--- src/rtl/irq_arb_pkg.sv ---
package irq_arb_pkg;

    localparam int PRIO_W    = 8;
    localparam int EXC_W     = 8;
    localparam int LVL_W     = 9;   // biased level: fixed 0..2, configurable 3..258
    localparam int GRP_W     = 10;  // signed group value
    localparam int SYS_SLOTS = 16;
    localparam int FIXED_TOP = 3;

    typedef struct packed {
        logic             valid;
        logic [LVL_W-1:0] level;
        logic [EXC_W-1:0] num;
    } cand_t;

    // Biased ordering level: fixed exceptions below all configurable ones.
    function automatic logic [LVL_W-1:0] level_of(input int unsigned num,
                                                  input logic [PRIO_W-1:0] prio);
        if (num <= FIXED_TOP)
            return LVL_W'(num - 1);
        return LVL_W'(prio) + LVL_W'(FIXED_TOP);
    endfunction

    // Lower key wins; lower index side wins ties on level via number compare.
    function automatic cand_t pick(input cand_t a, input cand_t b);
        if (a.valid && (!b.valid || {a.level, a.num} <= {b.level, b.num}))
            return a;
        return b;
    endfunction

    // Group value of a biased level under grouping boundary sel.
    function automatic logic signed [GRP_W-1:0] level_group(input logic [LVL_W-1:0] lvl,
                                                           input logic [2:0] sel);
        logic [GRP_W-1:0] t;
        t = {1'b0, lvl} - GRP_W'(FIXED_TOP);
        if (lvl < LVL_W'(FIXED_TOP))
            return $signed(t);
        return $signed((t >> sel) >> 1);
    endfunction

    // Group value of the active priority; idle maps above every group.
    function automatic logic signed [GRP_W-1:0] active_group(input logic signed [GRP_W-1:0] act,
                                                            input logic [2:0] sel);
        logic [GRP_W-1:0] u;
        u = act;
        if (act < 0)
            return act;
        if (act > 10'sd255)
            return 10'sd256;
        return $signed((u >> sel) >> 1);
    endfunction

endpackage

--- src/rtl/irq_cand_gen.sv ---
module irq_cand_gen
    import irq_arb_pkg::*;
#(
    parameter int NUM_EXC = 48
) (
    input  logic [NUM_EXC-1:0]        pend_i,
    input  logic [NUM_EXC*PRIO_W-1:0] prio_i,
    output cand_t [NUM_EXC-1:0]       cand_o
);
    for (genvar i = 0; i < NUM_EXC; i++) begin : g_cand
        if (i == 0) begin : g_unused
            assign cand_o[i] = '0;
        end else begin : g_live
            assign cand_o[i].valid = pend_i[i];
            assign cand_o[i].level = level_of(i, prio_i[i*PRIO_W +: PRIO_W]);
            assign cand_o[i].num   = EXC_W'(i);
        end
    end
endmodule

--- src/rtl/irq_min_tree.sv ---
module irq_min_tree
    import irq_arb_pkg::*;
#(
    parameter int N = 48
) (
    input  cand_t [N-1:0] cand_i,
    output cand_t         win_o
);
    localparam int DEPTH  = (N > 1) ? $clog2(N) : 0;
    localparam int LEAVES = 1 << DEPTH;

    cand_t node [1:2*LEAVES-1];

    for (genvar i = 0; i < LEAVES; i++) begin : g_leaf
        if (i < N) begin : g_real
            assign node[LEAVES+i] = cand_i[i];
        end else begin : g_pad
            assign node[LEAVES+i] = '0;
        end
    end

    for (genvar n = 1; n < LEAVES; n++) begin : g_node
        assign node[n] = pick(node[2*n], node[2*n+1]);
    end

    assign win_o = node[1];

    always_comb begin
        a_r4_tie_low_number: assert (!(node[2].valid && node[3].valid &&
                                       node[2].level == node[3].level) ||
                                     win_o.num == node[2].num || LEAVES < 2);
    end
endmodule

--- src/rtl/irq_arbiter.sv ---
module irq_arbiter
    import irq_arb_pkg::*;
#(
    parameter int N_IRQ   = 32,
    localparam int NUM_EXC = SYS_SLOTS + N_IRQ
) (
    input  logic                      clk_i,
    input  logic                      rst_i,
    input  logic [NUM_EXC-1:0]        pend_i,
    input  logic [NUM_EXC*PRIO_W-1:0] prio_i,
    input  logic [2:0]                group_sel_i,
    input  logic signed [GRP_W-1:0]   act_prio_i,
    output logic                      req_valid_o,
    output logic [EXC_W-1:0]          exc_num_o,
    output logic                      preempt_o
);
    cand_t [NUM_EXC-1:0] cand;
    cand_t               win;
    logic signed [GRP_W-1:0] win_grp, act_grp;

    irq_cand_gen #(.NUM_EXC(NUM_EXC)) u_gen (
        .pend_i (pend_i),
        .prio_i (prio_i),
        .cand_o (cand)
    );

    irq_min_tree #(.N(NUM_EXC)) u_tree (
        .cand_i (cand),
        .win_o  (win)
    );

    assign win_grp = level_group(win.level, group_sel_i);
    assign act_grp = active_group(act_prio_i, group_sel_i);

    always_ff @(posedge clk_i) begin
        if (rst_i) begin
            req_valid_o <= 1'b0;
            exc_num_o   <= '0;
            preempt_o   <= 1'b0;
        end else begin
            req_valid_o <= win.valid;
            exc_num_o   <= win.valid ? win.num : '0;
            preempt_o   <= win.valid && (win_grp < act_grp);
        end
    end

    // Checker state: inputs of the previous cycle.
    logic                      rst_d;
    logic [NUM_EXC-1:0]        pend_d;
    logic signed [GRP_W-1:0]   act_d;
    always_ff @(posedge clk_i) begin
        rst_d  <= rst_i;
        pend_d <= pend_i;
        act_d  <= act_prio_i;
    end

    a_r8_preempt_needs_valid: assert property (@(posedge clk_i) disable iff (rst_i)
        preempt_o |-> req_valid_o);
    a_r1_idle_number_zero: assert property (@(posedge clk_i) disable iff (rst_i)
        !req_valid_o |-> exc_num_o == '0);
    a_r9_valid_latency: assert property (@(posedge clk_i) disable iff (rst_i)
        !rst_d |-> req_valid_o == (|pend_d[NUM_EXC-1:1]));
    a_r3_winner_pending: assert property (@(posedge clk_i) disable iff (rst_i)
        (!rst_d && req_valid_o) |-> pend_d[exc_num_o]);
    a_r2_reset_exc_wins: assert property (@(posedge clk_i) disable iff (rst_i)
        (!rst_d && pend_d[1]) |-> exc_num_o == EXC_W'(1));
    a_r7_idle_preempts: assert property (@(posedge clk_i) disable iff (rst_i)
        (!rst_d && req_valid_o && act_d > 10'sd255) |-> preempt_o);
endmodule

--- config.mk ---
export PLATFORM = sky130hd
export DESIGN_NAME = irq_arbiter
export DESIGN_NICKNAME = d
export VERILOG_FILES = /design/src/rtl/irq_arb_pkg.sv /design/src/rtl/irq_cand_gen.sv /design/src/rtl/irq_min_tree.sv /design/src/rtl/irq_arbiter.sv
export SDC_FILE = /design/constraint.sdc
export NUM_CORES = 1
export LEC_CHECK = 0
export BUFFER_PORTS_ARGS = -buffer_cell sky130_fd_sc_hd__buf_2
export CAP_MARGIN = 0
export CORE_ASPECT_RATIO = 1.5
export CORE_UTILIZATION = 45
export DETAILED_ROUTE_END_ITERATION = 6
export PLACE_DENSITY_LB_ADDON = 0.08
export SYNTH_ARGS = -nofsm -noshare
export SYNTH_HDL_FRONTEND = slang
export SYNTH_SLANG_ARGS = --single-unit
--- constraint.sdc ---
create_clock -name clk_i -period 17.12 [get_ports clk_i]
set_clock_uncertainty 0.2 [all_clocks]
set_input_delay 1.712 -clock clk_i [delete_from_list [all_inputs] [get_ports clk_i]]
set_output_delay 1.712 -clock clk_i [all_outputs]
set_load 0.01 [all_outputs]
==> results of run 1 <==
[sequential cells by signal, summed over array words and instances, names as in the netlist]
name,count
exc_num_o,6
preempt_o,1
req_valid_o,1
[cells in the mapped netlist, types with 9 or more instances]
library cell / count / area [sq um]
sky130_fd_sc_hd__a211o_1: 15 / 131.4
sky130_fd_sc_hd__a211oi_1: 41 / 307.8
sky130_fd_sc_hd__a21boi_0: 10 / 75.07
sky130_fd_sc_hd__a21o_1: 55 / 412.9
sky130_fd_sc_hd__a21oi_1: 179 / 895.9
sky130_fd_sc_hd__a22oi_1: 20 / 150.1
sky130_fd_sc_hd__a31oi_1: 30 / 187.7
sky130_fd_sc_hd__and2_1: 25 / 156.4
sky130_fd_sc_hd__and3_1: 74 / 462.9
sky130_fd_sc_hd__and3b_1: 15 / 131.4
sky130_fd_sc_hd__buf_2: 17 / 85.08
sky130_fd_sc_hd__clkbuf_1: 34 / 127.6
sky130_fd_sc_hd__ha_1: 400 / 5005
sky130_fd_sc_hd__inv_1: 360 / 1351
sky130_fd_sc_hd__mux2_2: 37 / 416.7
sky130_fd_sc_hd__mux2i_1: 191 / 1912
sky130_fd_sc_hd__nand2_1: 234 / 878.3
sky130_fd_sc_hd__nand2b_1: 19 / 118.9
sky130_fd_sc_hd__nand3_1: 45 / 225.2
sky130_fd_sc_hd__nand3b_1: 45 / 337.8
sky130_fd_sc_hd__nand4_1: 46 / 287.8
sky130_fd_sc_hd__nor2_1: 238 / 893.4
sky130_fd_sc_hd__nor2b_1: 12 / 75.07
sky130_fd_sc_hd__nor3_1: 64 / 320.3
sky130_fd_sc_hd__nor4_1: 10 / 62.56
sky130_fd_sc_hd__o2111ai_1: 33 / 289.0
sky130_fd_sc_hd__o211a_1: 12 / 120.1
sky130_fd_sc_hd__o211ai_1: 34 / 255.2
sky130_fd_sc_hd__o21a_1: 41 / 307.8
sky130_fd_sc_hd__o21ai_0: 250 / 1251
sky130_fd_sc_hd__o21ai_1: 18 / 90.09
sky130_fd_sc_hd__o22ai_1: 9 / 56.30
sky130_fd_sc_hd__or2_2: 24 / 150.1
sky130_fd_sc_hd__xnor2_1: 101 / 884.6
sky130_fd_sc_hd__xor2_1: 167 / 1463
[report_power, final]
group	internal [W]	switching, W
combinational	0.00184	0.00181
clock	0.0000305	0.0000130
sequential	0.0000249	0.00000167
[stage by stage]
stage / util, % / total power, W / hold WS, ns
final: 64.53 / 0.003721 / 1.466
after global routing: 64.53 / 0.004057 / 1.487
after CTS: 62.02 / 0.003476 / 1.466
after detailed placement: 61.52 / 0.003378 / 1.725
after global placement: 61.52 / 0.003292 / 1.715
after floorplan: - / 0.001960 / 1.591
[critical path, delay by kind of cell]
family	cells	cell delay (ns)
and+or+nand+nor	20	3.41
buffers and inverters	13	1.55
AOI/OAI and AO/OA	37	5.59
adders and majority gates	9	2.30
xor gates and xnor gates	1	0.35
muxes	6	1.55
[area by class of cell]
cell class	instances	area, sq um
Multi-Input combinational cell	2685	21150
Fill cell	4474	17010
Timing Repair Buffer	1113	7355
Tap cell	650	813.3
Clock buffer	3	75.07
Inverter	361	1355
Antenna cell	11	27.53
Sequential cell	8	160.2
[cells by family (layout without fill, tap and decap cells)]
logic type | count (synthesis) | in the layout
and+or+nand+nor | 903 | 903
DFF | 8 | 8
xor gates and xnor gates | 268 | 268
muxes | 233 | 233
AOI/OAI and AO/OA | 879 | 879
buffers and inverters | 420 | 1477
other | 1 | 13
adders and majority gates | 400 | 400
[how the worst max path moves through the flow]
stage                 to   startpoint  slack, ns  cells after the start
2_1_floorplan  preempt_o  prio_i[168]       0.04                     87
3_3_place_gp   preempt_o   prio_i[96]      -0.63                     83
3_5_place_dp   preempt_o   prio_i[96]      -1.04                     83
4_1_cts        preempt_o  prio_i[168]       0.05                     88
5_1_grt        preempt_o   prio_i[88]      -0.26                     86
6_report       preempt_o  prio_i[120]       0.58                     86
[timing repair]
| item | CTS | global route |
|---|---|---|
| gates cloned | 0 | 4 |
| endpoints found under the hold margin | 0 | 0 |
| resized for setup | 27 | 208 |
| hold buffers | 0 | 0 |
| setup endpoints to repair | 1 | 1 |
| setup buffers | 7 | 36 |
| pin swaps | 6 | 66 |
[routing by layer]
layer | vias to the layer above | routed length (um)
met5 | - | 117
met4 | 18 | 5037
met3 | 283 | 2642
met2 | 724 | 44170
met1 | 12520 | 29500
li1 | 13510 | -
==> key figures, run 1 <==
Timing
  – Portion of the clock cycle consumed by the worst path in the final layout: 96.63%
  – Highest clock frequency the design can meet: 60.45 MHz
  – Number of hold violations in the final report: 0
  – Transition time at the pin with the least slew margin: 1.104 ns
  – Final Slew Violations: 0
  – Sum of negative setup slack: 0 ns
  – Crit path setup slack, layout: 0.5761 ns
  – Number of failing setup endpoints in the final timing report: 0
  – Post-route minimum period: 16.54 ns
  – Headroom to the max-slew limit: 26.42%

Layout
  – Most frequent standard cell in the layout excluding fill and tap cells: sky130_fd_sc_hd__buf_4
  – Number of nets in the finished design: 5019
  – Leading cell types in the layout, fill and taps excluded: 677 x sky130_fd_sc_hd__buf_4, 423 x sky130_fd_sc_hd__buf_2, 392 x sky130_fd_sc_hd__ha_1, 359 x sky130_fd_sc_hd__inv_1, 231 x sky130_fd_sc_hd__nor2_1
  – Finished Layout Cells: 4831
  – Layout Cell Area excl Fill: 0.03094 sq mm
  – Share of layout cells above drive strength 1: 33.09%
  – Relative area change from synthesis to final layout: 40.85%

GRT
  – Global-route usage over all layers: 30.93%
  – Maximum number of pins on one net before global-route repair: 21
  – Total congestion overflow after global routing: 0
  – Wire length of the first global-routing pass: 127000 um
  – Peak-usage layer in the global routing report: met2
  – Met2 usage: 64.08%
  – Global-route track usage on met1: 29.60%
  – Initial antenna violation count: 26
  – M3 GR Usage: 2.532%
  – Number of global-route vias before repair: 27.19k

Logic synthesis
  – Post-Synth Simple-Gate Area: 20.68%
  – Share of the yosys chip area belonging to registers: 0.7291%
  – Fraction of synthesized area in multiplexers: 11.01%
  – Number of enable-type register cells in the synthesized netlist: 0
  – Combinational family with the most area after synthesis: compound AO/OA/AOI/OAI gates
  – Number of warnings issued by yosys: 0
  – Post-Synthesis Cell Area: 0.02197 sq mm
  – Count of state elements after synthesis: 8
  – Post-Syn Instances: 3112
  – Share of the synthesized area in compound gates (AO/OA/AOI/OAI): 26.73%
  – FFs w/ async S/R, synth: 0%
  – Post-synthesis area per instance: 7.059 sq um
  – Synth Flop Type: sky130_fd_sc_hd__dfxtp_1
  – Number of unique standard cell types used by synthesis: 107
  – Xor-xnor portion of the synthesized cell area: 10.69%
  – Arithmetic-cell share of the synthesized area counting full adders, half adders and majority gates: 22.78%

Detailed routing
  – Residual DRC count: 0
  – Number of nets with antenna violations after routing: 0
  – Wire length per cell: 16.86 um
  – Overall routed net length: 81470 um
  – Detailed-route via count: 27.06k
  – Number of DRC violations after detailed-routing iteration 0: 1093
  – First-pass iteration count of the detailed router: 5
  – Post-DR vias/cell: 5.600

Flow run
  – Max cap viols: 0

Clock tree
  – Worst-case clock buffer depth: 2
  – Clock edge transition at the registers on the reported setup and hold paths: 0.05 ns
  – Deepest level of the CTS H-tree: 1
  – Library cell used as clock root buffer: sky130_fd_sc_hd__clkbuf_16
  – CTS tree: done
  – Cts bufs inserted: 3
  – Clock tree sinks: 8

Critical path
  – Highest fanout seen on the critical path: 8
  – Startpoint type of the worst setup path: input port
  – Endpoint type of the worst setup path: register
  – Slowest CP cell: sky130_fd_sc_hd__or3_4
  – Data arrival at the endpoint of the critical path: 16.48 ns
  – Delay of the slowest critical-path stage: 0.43 ns
  – Most frequent cell on the critical path: sky130_fd_sc_hd__a21o_1
  – Worst path required time: 17.06 ns
  – Class of the most critical setup path: in -> reg

Hold path
  – Capture endpoint of the worst hold path: exc_num_o[4]
  – Hold wc startpoint: rst_i
  – Count of cells along the worst hold path: 2
  – Hold Path Class: in -> reg

Die
  – Number of cell rows: 98
  – Num ports: 457
  – Overall die height: 272.6 um
  – Area enclosed by the die boundary: 0.04972 sq mm
  – Total core area: 0.04794 sq mm
  – Effective utilization at floorplan: 45.82%
  – Die span in x: 182.4 um

Power and ir drop
  – Peak ir drop on the vdd network: 0.1869 mV
  – Total leakage power: 16.23 nW
  – Total power per unit cell area: 120.3 mW/mm^2

Placement
  – Post-placement cell area: 0.02950 sq mm
  – IO Port Bufs: 421
  – HPWL after detailed placement: 71900 um
  – Instance count after placement with tap cells included: 4770
  – Setup slack at placement: -1.035 ns
  – Final RePlAce weighted congestion: 0.9539

Status
  – Result of the run: finished clean
(Power assumes the default switching activity.)
==> inputs of run 2 (changes only) <==
--- a/config.mk
+++ b/config.mk
@@ -11,6 +11,7 @@
 export CORE_UTILIZATION = 45
 export DETAILED_ROUTE_END_ITERATION = 6
 export PLACE_DENSITY_LB_ADDON = 0.08
+export SLEW_MARGIN = 5
 export SYNTH_ARGS = -nofsm -noshare
 export SYNTH_HDL_FRONTEND = slang
 export SYNTH_SLANG_ARGS = --single-unit
==> constraint.sdc (replaced) <==
create_clock -name clk_i -period 16.4 [get_ports clk_i]
set_clock_uncertainty 0.2 [all_clocks]
set_input_delay 1.64 -clock clk_i [delete_from_list [all_inputs] [get_ports clk_i]]
set_output_delay 1.64 -clock clk_i [all_outputs]
set_load 0.1 [all_outputs]
==> run 2 against run 1 <==
Against the previous run:
- the flow now finishes with violations (setup timing)
- highest routed layer unchanged
- cell count increased by 2.7%
- sequential share of layout area about the same
- routed wire length increased by 0.18%
- design area increased by 2.4%
- worst hold slack got worse by 0.072 ns
- critical path depth decreased by 1
- die area unchanged
- largest power group unchanged
- combinational power increased by 5.8%
- count of clock-buffer cells in the layout unchanged
==> key figures, run 2 (synthesis gave the netlist of run 1 again) <==
Flow run
  – Max cap viols: 0

Status
  – Violations in the final reports: setup timing
  – Result of the run: complete, but fails checks

Critical path
  – Delay of the slowest critical-path stage: 0.48 ns
  – Total buffers and inverters traversed by the critical path: 14
  – Source of the critical timing path: prio_i[64]
  – Data arrival at the endpoint of the critical path: 16.44 ns
  – Class of the most critical setup path: in -> reg
  – Slowest CP cell: sky130_fd_sc_hd__or4_1
  – Worst path required time: 16.34 ns
  – Highest fanout seen on the critical path: 7
  – Endpoint type of the worst setup path: register
  – Startpoint type of the worst setup path: input port
  – Cell class contributing the biggest share of worst-path delay: compound AO/OA/AOI/OAI gates

Die
  – Die span in x: 182.4 um
  – Area enclosed by the die boundary: 0.04972 sq mm
  – Total core area: 0.04794 sq mm
  – Num ports: 457
  – Overall die height: 272.6 um
  – Effective utilization at floorplan: 45.82%
  – Number of cell rows: 98

Layout
  – Leading cell types in the layout, fill and taps excluded: 815 x sky130_fd_sc_hd__buf_4, 423 x sky130_fd_sc_hd__buf_2, 393 x sky130_fd_sc_hd__ha_1, 359 x sky130_fd_sc_hd__inv_1, 237 x sky130_fd_sc_hd__o21ai_0
  – Share of layout cells above drive strength 1: 34.55%
  – Most frequent standard cell in the layout excluding fill and tap cells: sky130_fd_sc_hd__buf_4
  – Number of nets in the finished design: 5153
  – Register ranked first by flip-flop count: exc_num_o
  – Relative area change from synthesis to final layout: 44.26%
  – Util after Layout: 66.10%
  – Largest register FFs: 6
  – Largest registers ranked by flip-flop count: exc_num_o: 6 flops, preempt_o: 1 flops, req_valid_o: 1 flops
  – Final-layout fill cell count: 4459

Clock tree
  – Clock tree sinks: 8
  – Hold-fix buffer count after cts: 0
  – Library cell used as clock root buffer: sky130_fd_sc_hd__clkbuf_16
  – CTS tree: done
  – Clock edge transition at the registers on the reported setup and hold paths: 0.05 ns
  – Worst-case clock buffer depth: 2
  – Cts bufs inserted: 3
  – Deepest level of the CTS H-tree: 1

Detailed routing
  – Detailed-route via count: 27.68k
  – Overall routed net length: 81620 um
  – Wire length per cell: 16.45 um
  – Post-DR vias/cell: 5.578
  – First-pass iteration count of the detailed router: 6
  – Number of DRC violations after detailed-routing iteration 0: 1222
  – Number of nets with antenna violations after routing: 0
  – Residual DRC count: 0

Timing
  – Final Slew Violations: 0
  – Highest clock frequency the design can meet: 60.60 MHz
  – Number of hold violations in the final report: 0
  – Crit path setup slack, layout: -0.1022 ns
  – Setup repair after global routing missed its margin: true
  – Number of failing setup endpoints in the final timing report: 1
  – Post-route minimum period: 16.50 ns
  – Headroom to the max-slew limit: 16.94%
  – Sum of negative setup slack: -0.1022 ns
  – Portion of the clock cycle consumed by the worst path in the final layout: 100.6%
  – Transition time at the pin with the least slew margin: 1.246 ns

GRT
  – Maximum number of pins on one net before global-route repair: 21
  – Total congestion overflow after global routing: 0
  – Initial antenna violation count: 11
  – Global-route usage over all layers: 31.30%
  – Number of global-route vias before repair: 27.99k
  – Wire length of the first global-routing pass: 129800 um

Power and ir drop
  – Peak ir drop on the vdd network: 0.1858 mV
  – Total leakage power: 16.86 nW
  – Total power per unit cell area: 124.1 mW/mm^2

Hold path
  – Hold wc startpoint: rst_i
  – Hold Path Class: in -> reg

Placement
  – HPWL after detailed placement: 72100 um
  – Setup slack at placement: -1.336 ns
  – IO Port Bufs: 421
  – Final RePlAce weighted congestion: 0.9641
==> run 2: cell count changes in the layout (fill, tap and decap cells not counted), sizes merged <==
cell	change
o21bai	+1
diode	-3
buf	+133
==> run 2: what timing repair did <==
item / 4_1_cts / 5_1_grt
pin swaps: 58 / 35
resized for setup: 122 / 38
endpoints found under the setup margin: 1 / 1
setup buffers: 45 / 7
gates cloned: 3 / 0
==> run 2: path summary, 6_finish.rpt <==
check,endpoint,depth (start not counted)
worst max-delay path,preempt_o,85
worst min-delay path,exc_num_o[4],2
==> run 2: power by group <==
group          internal, W  switching (W)
Clock            0.0000318      0.0000133
Combinational      0.00193        0.00193
Sequential       0.0000260     0.00000162
Total              0.00199        0.00195
==> run 2: metal layers <==
metal	routed length (um)	vias up	track usage (%)
met5	41	-	0
met4	3951	6	14.88
met3	2628	223	2.532
met2	45090	691	64.89
met1	29910	12970	30.41
li1	-	13780	-
==> run 2: final cells by class <==
class	count	area, sq um	area share, %
inverter	361	1355	4.276
timing repair buffer	1246	8325	26.27
antenna	8	20.02	0.06317
tap	650	813.3	2.566
clock buffer	3	75.07	0.2369
multi-input combinational	2686	20940	66.08
sequential	8	160.2	0.5054
==> run 2: stage by stage <==
stage                     std cells  power, W  hold slack, ns  area [sq um]
after CTS                      4947  0.003795           1.391         31420
after detailed placement       4896  0.003568           1.647         30500
after floorplan                3113  0.002114           1.519         22080
after global placement         4896  0.003491           1.642         30500
after global routing           4962  0.004292           1.407         31690
final                          4962  0.003934           1.394         31690
